**src/rtl/spi_host_regs.sv**
```systemverilog
module spi_host_regs #(
  parameter int DEPTH     = 16,
  parameter int RXR_LEVEL = 12,
  parameter int DIVW      = 16
) (
  input  logic        clk,
  input  logic        rst_n,
  input  logic [1:0]  bus_addr,
  input  logic        bus_wr,
  input  logic [31:0] bus_wdata,
  input  logic        bus_rd,
  output logic [31:0] bus_rdata,
  output logic        spi_sclk,
  output logic        spi_mosi,
  input  logic        spi_miso,
  output logic [2:0]  spi_cs,
  output logic        irq
);
  localparam int PW = $clog2(DEPTH);
  localparam logic [PW:0] CNT_FULL = (PW+1)'(DEPTH);
  localparam logic [PW:0] CNT_RXR  = (PW+1)'(RXR_LEVEL);
  localparam logic [1:0] A_CTL = 2'd0, A_FIFO = 2'd1, A_DIV = 2'd2;

  logic [1:0] csel;
  logic cpha, cpol, gpol, ta, intd, intr, ren;
  logic [2:0] cspol;
  logic [DIVW-1:0] div_q;

  logic wr_ctl, clr_tx, clr_rx;
  assign wr_ctl = bus_wr && bus_addr == A_CTL;
  assign clr_tx = wr_ctl && bus_wdata[4];
  assign clr_rx = wr_ctl && bus_wdata[5];

  always_ff @(posedge clk or negedge rst_n)
    if (!rst_n) begin
      csel <= '0; cpha <= 1'b0; cpol <= 1'b0; gpol <= 1'b0; ta <= 1'b0;
      intd <= 1'b0; intr <= 1'b0; ren <= 1'b0; cspol <= '0;
    end else if (wr_ctl) begin
      csel  <= bus_wdata[1:0];
      cpha  <= bus_wdata[2];
      cpol  <= bus_wdata[3];
      gpol  <= bus_wdata[6];
      ta    <= bus_wdata[7];
      intd  <= bus_wdata[9];
      intr  <= bus_wdata[10];
      ren   <= bus_wdata[12];
      cspol <= bus_wdata[23:21];
    end

  always_ff @(posedge clk or negedge rst_n)
    if (!rst_n) div_q <= '0;
    else if (bus_wr && bus_addr == A_DIV) div_q <= bus_wdata[DIVW-1:0];

  logic unused_wbits;
  assign unused_wbits = ^{bus_wdata[31:24], bus_wdata[20:13], bus_wdata[11], bus_wdata[8]};

  // transmit queue
  logic [7:0] tx_mem [DEPTH];
  logic [PW:0] tx_w, tx_r, tx_cnt;
  logic tx_full, tx_push, start;
  assign tx_cnt  = tx_w - tx_r;
  assign tx_full = tx_cnt == CNT_FULL;
  assign tx_push = bus_wr && bus_addr == A_FIFO && ta && !tx_full;

  always_ff @(posedge clk)
    if (tx_push) tx_mem[tx_w[PW-1:0]] <= bus_wdata[7:0];

  always_ff @(posedge clk or negedge rst_n)
    if (!rst_n) begin
      tx_w <= '0; tx_r <= '0;
    end else begin
      if (tx_push) tx_w <= tx_w + 1'b1;
      if (clr_tx) tx_r <= tx_w;
      else if (start) tx_r <= tx_r + 1'b1;
    end

  // receive queue
  logic [7:0] rx_mem [DEPTH];
  logic [PW:0] rx_w, rx_r, rx_cnt;
  logic rx_full, rx_pop, byte_done;
  logic [7:0] rx_byte;
  assign rx_cnt  = rx_w - rx_r;
  assign rx_full = rx_cnt == CNT_FULL;
  assign rx_pop  = bus_rd && bus_addr == A_FIFO && rx_cnt != '0;

  always_ff @(posedge clk)
    if (byte_done) rx_mem[rx_w[PW-1:0]] <= rx_byte;

  always_ff @(posedge clk or negedge rst_n)
    if (!rst_n) begin
      rx_w <= '0; rx_r <= '0;
    end else if (clr_rx) begin
      rx_w <= '0; rx_r <= '0;
    end else begin
      if (byte_done) rx_w <= rx_w + 1'b1;
      if (rx_pop) rx_r <= rx_r + 1'b1;
    end

  // shift engine
  logic busy, phase;
  logic [DIVW-1:0] hc, half;
  logic [3:0] ec;
  logic [7:0] tx_sh, rx_sh;
  logic edge_now, samp_edge;

  assign half      = (div_q[DIVW-1:1] == '0) ? {1'b1, {(DIVW-1){1'b0}}} : {1'b0, div_q[DIVW-1:1]};
  assign edge_now  = busy && hc == half - 1'b1;
  assign samp_edge = ec[0] == cpha;
  assign start     = ta && !busy && tx_cnt != '0 && !rx_full;
  assign byte_done = ta && edge_now && ec == 4'd15;
  assign rx_byte   = cpha ? {rx_sh[6:0], spi_miso} : rx_sh;

  always_ff @(posedge clk or negedge rst_n)
    if (!rst_n) begin
      busy <= 1'b0; phase <= 1'b0; hc <= '0; ec <= '0; tx_sh <= '0; rx_sh <= '0;
    end else if (!ta) begin
      busy <= 1'b0; phase <= 1'b0; hc <= '0; ec <= '0;
    end else if (start) begin
      busy  <= 1'b1;
      tx_sh <= tx_mem[tx_r[PW-1:0]];
      hc    <= '0;
      ec    <= '0;
    end else if (edge_now) begin
      hc    <= '0;
      phase <= ~phase;
      ec    <= ec + 1'b1;
      if (samp_edge) rx_sh <= {rx_sh[6:0], spi_miso};
      else if (!(cpha && ec == 4'd0)) tx_sh <= {tx_sh[6:0], 1'b0};
      if (ec == 4'd15) busy <= 1'b0;
    end else if (busy) begin
      hc <= hc + 1'b1;
    end

  assign spi_sclk = cpol ^ phase;
  assign spi_mosi = tx_sh[7];

  for (genvar i = 0; i < 3; i++) begin : g_cs
    assign spi_cs[i] = (ta && csel == 2'(i)) ? cspol[i] : ~cspol[i];
  end

  // status and interrupt
  logic st_done, st_rxd, st_txd, st_rxr, st_rxf;
  assign st_done = ta && tx_cnt == '0 && !busy;
  assign st_rxd  = rx_cnt != '0;
  assign st_txd  = !tx_full;
  assign st_rxr  = rx_cnt >= CNT_RXR;
  assign st_rxf  = rx_full;
  assign irq     = (intd && st_done) || (intr && st_rxr);

  always_comb begin
    bus_rdata = '0;
    case (bus_addr)
      A_CTL: begin
        bus_rdata[1:0]   = csel;
        bus_rdata[2]     = cpha;
        bus_rdata[3]     = cpol;
        bus_rdata[6]     = gpol;
        bus_rdata[7]     = ta;
        bus_rdata[9]     = intd;
        bus_rdata[10]    = intr;
        bus_rdata[12]    = ren;
        bus_rdata[16]    = st_done;
        bus_rdata[17]    = st_rxd;
        bus_rdata[18]    = st_txd;
        bus_rdata[19]    = st_rxr;
        bus_rdata[20]    = st_rxf;
        bus_rdata[23:21] = cspol;
      end
      A_FIFO:  bus_rdata[7:0] = rx_mem[rx_r[PW-1:0]];
      A_DIV:   bus_rdata[DIVW-1:0] = div_q;
      default: bus_rdata = '0;
    endcase
  end
endmodule

```
**config.mk**
```make
export PLATFORM = sky130hd
export DESIGN_NAME = spi_host_regs
export DESIGN_NICKNAME = d
export VERILOG_FILES = /design/src/rtl/spi_host_regs.sv
export SDC_FILE = /design/constraint.sdc
export NUM_CORES = 1
export LEC_CHECK = 0
export ABC_AREA = 1
export BUFFER_PORTS_ARGS = -buffer_cell sky130_fd_sc_hd__buf_2
export CORE_UTILIZATION = 55
export CTS_CLUSTER_DIAMETER = 150
export DETAILED_ROUTE_END_ITERATION = 8
export PLACE_DENSITY = 0.73
export SLEW_MARGIN = 30
export SYNTH_ARGS = -nofsm -noshare
export SYNTH_HDL_FRONTEND = slang
export SYNTH_SLANG_ARGS = --single-unit
export TNS_END_PERCENT = 30
```
**constraint.sdc**
```tcl
create_clock -name clk -period 5 [get_ports clk]
set_clock_uncertainty 0.15 [all_clocks]
set_input_delay 0.5 -clock clk [delete_from_list [all_inputs] [get_ports clk]]
set_output_delay 0.5 -clock clk [all_outputs]
set_load 0.05 [all_outputs]
```
==> metrics.cfg <==
[outcome]
status = finished clean

[layout]
fin_nets = 1698
layout_common_cells = 285 x nand2_1, 256 x edfxtp_1, 223 x nor2_1, 168 x o21ai_0, 128 x inv_1
area_growth_pct = 11.01
fillers = 2273
final_util_pct = 61.90
seqCellArea_mm2 = 0.009842
drive_above_1_share_pct = 10.48
final_common_cell = nand2_1
diodes = 0
multi_input_comb_area_mm2 = 0.005356

[die]
die_w_um = 172.6
rows = 62
core_area_mm2 = 0.02870
io_pins = 77
die_y_um = 172.6
die_area_mm2 = 0.02978
initial_core_util_pct = 55.76

[clock_network]
cts_resized = 0
cts_buffers = 37
cts_root_buf = clkbuf_16
cts_buffer_depth = 3
cts-hold-fix-buffers = 1
clock_latency_ns = 0.52
cts_num_sinks = 342
cts_tree = yes
h-tree-depth = 2
post_cts_buffers = 0
clkTransAtPathRegs_ns = 0.06

[yosys]
synth_fa_ha_area_share_pct = 2.111
synth_edf_count = 256
synthesis.area_mm2 = 0.01600
synth-seq-area-share_pct = 61.48
synthSimpleGateAreaFrac_pct = 18.02
async_flop_share_pct = 25.15
synth_largest_area_cell = edfxtp_1
synthFlopType = edfxtp_1
yosysWarnings = 0
synth_top_cell_area_share_pct = 48.03
synth_seq_cells = 342
synth_top_family_by_area = simple AND/OR/NAND/NOR gates
syn_inst = 1582
postSynthAreaPerCell_um2 = 10.12
ys_types = 51
synth_mux_area_share_pct = 0.4222
synthTopCellsByArea = edfxtp_1 48%, dfrtp_1 13%, nand2_1 6.7%
synth_xor_area_share_pct = 1.915
synth_compound_area_share_pct = 10.80

[detailed_routing]
wl_met2_um = 17880
totalWireLength_um = 37970
drt_iter0_drc = 1210
topRoutingLayerUsed = met4
ant_nets = 0
drc_errors = 0
viasPerCell = 5.770
wire_per_inst_um = 18.58
num_vias = 11793
wl_met1_um = 16370
wl_met3_um = 2654
drt_first_pass_iters = 5

[sta]
maxSlewHeadroom_pct = 38.79
period_needed_ns = 4.325
setup_tns_ns = 0
hold_viol = 0
rsz0062_at_grt = no
fmax_ghz = 0.2312
tightest_slew_ns = 0.9148
period_share_pct = 86.51
setup_violations = 0
slew_viol_final = 0

[critical_path]
startpoint = tx_r[2]$_DFFE_PN0P_
critPathMaxFanout = 13
critical_path.top_delay_family = simple AND/OR/NAND/NOR gates
critPathSlowestCell = dfrtp_1
endpoint_kind = primary output
crit_type = flip-flop to primary output
path_cells = clkinv_1, ha_1, a21oi_1, nand3b_1, nand2_1, nand2_1, nor2_1, nand2_1, o22ai_1, buf_2
worstPathArrival_ns = 3.68
critPathLaunchType = flip-flop
cp_common_cell = nand2_1
critPathRequiredTime_ns = 4.35
slowest_delay_ns = 0.67
path_buf_inv = 2
rr_startpoint = tx_r[2]$_DFFE_PN0P_

[global_routing]
grt_pass1_wl_um = 59500
gr-total-overflow = 0
grt_max_degree = 67
antenna_found_initial = 0
grt_pass1_vias = 10998
grt_usage_pct = 25.51

[power]
peakVddDrop_uv = 369.1
leakage_nw = 7.346
power_density_mw_per_mm2 = 489.9

[placement]
port-buffer-count = 55
hpwl_um = 24450
gp_congestion = 0.9119

[worst_hold_path]
min_from = bus_wdata[23]
hold_class = input port to flip-flop

[run]
drv_cap = 0

final timing paths:
| kind | slack (ns) | cells past startpoint | end |
|---|---|---|---|
| max | 0.67 | 10 | irq |
| max in group asynchronous | 3.28 | 3 | tx_r[0]$_DFFE_PN0P_ |
| min reg2reg | 0.34 | 2 | intd$_DFFE_PN0P_ |
| max reg2reg | 0.96 | 13 | tx_mem[11][3]$_DFFE_PP_ |
| min | 0.05 | 2 | cspol[2]$_DFFE_PN0P_ |
| min in group asynchronous | 0.31 | 2 | rx_r[3]$_DFFE_PN0P_ |
metrics by stage:
stage / area, um^2 / hold slack, ns / std cells / setup slack, ns / total power, mW
2_1_floorplan: 16030 / 0.05441 / 1589 / 1.739 / 5.338
3_5_place_dp: 16610 / 0.3213 / 1976 / 1.038 / 6.109
3_3_place_gp: 16610 / 0.3173 / 1976 / 1.185 / 6.030
6_report: 17770 / 0.05198 / 2044 / 0.6745 / 8.703
5_1_grt: 17770 / 0.04697 / 2044 / 0.4550 / 9.125
4_1_cts: 17760 / 0.03590 / 2044 / 0.7315 / 8.688
registers in the layout (all words and copies together), names as in the netlist:
name,cells
busy,1
tx_w,5
tx_mem,128
intr,1
cspol,3
cpol,1
ta,1
tx_r,5
phase,1
gpol,1
ren,1
rx_sh,8
rx_w,5
ec,4
rx_r,5
cpha,1
rx_mem,128
csel,2
div_q,16
tx_sh,8
intd,1
hc,16
routing by layer:
layer  vias up  track usage [%]
met3        70            3.386
met4         0            8.408
met2       508            41.21
met1      5664            35.91
met5         -                0
li1       5551                -
synth_stat cells (7+ instances only):
library cell	number
a21oi_1	30
a31oi_1	11
buf_4	9
clkbuf_1	54
dfrtp_1	86
edfxtp_1	256
ha_1	27
inv_1	128
nand2_1	285
nand2_2	9
nand3_1	82
nand4_1	21
nor2_1	224
nor2_4	7
nor3_1	7
o211ai_1	8
o21ai_0	168
o221ai_1	24
o22ai_1	41
xnor2_1	8
xor2_1	27
logic make-up after synthesis:
group	count (synthesis)
adders and majority gates	27
muxes	6
and+or+nand+nor	664
AOI/OAI and AO/OA	300
buffers and inverters	207
xor gates and xnor gates	35
other	1
DFF	342
where the power goes:
group | switching [mW] | total, mW | leakage [nW] | internal [mW]
sequential | 0.226 | 3.42 | 3.70 | 3.19
combinational | 1.89 | 2.70 | 3.09 | 0.809
clock | 1.10 | 2.59 | 0.552 | 1.49
cell type report:
class,instances,share of cell area (%)
sequential,342,55.40
clock buffer,53,5.775
inverter,136,2.873
tap,384,2.704
multi-input combinational,1040,30.15
clock inverter,14,0.6761
timing repair buffer,75,2.423
Power figures use the tool's default switching activity.
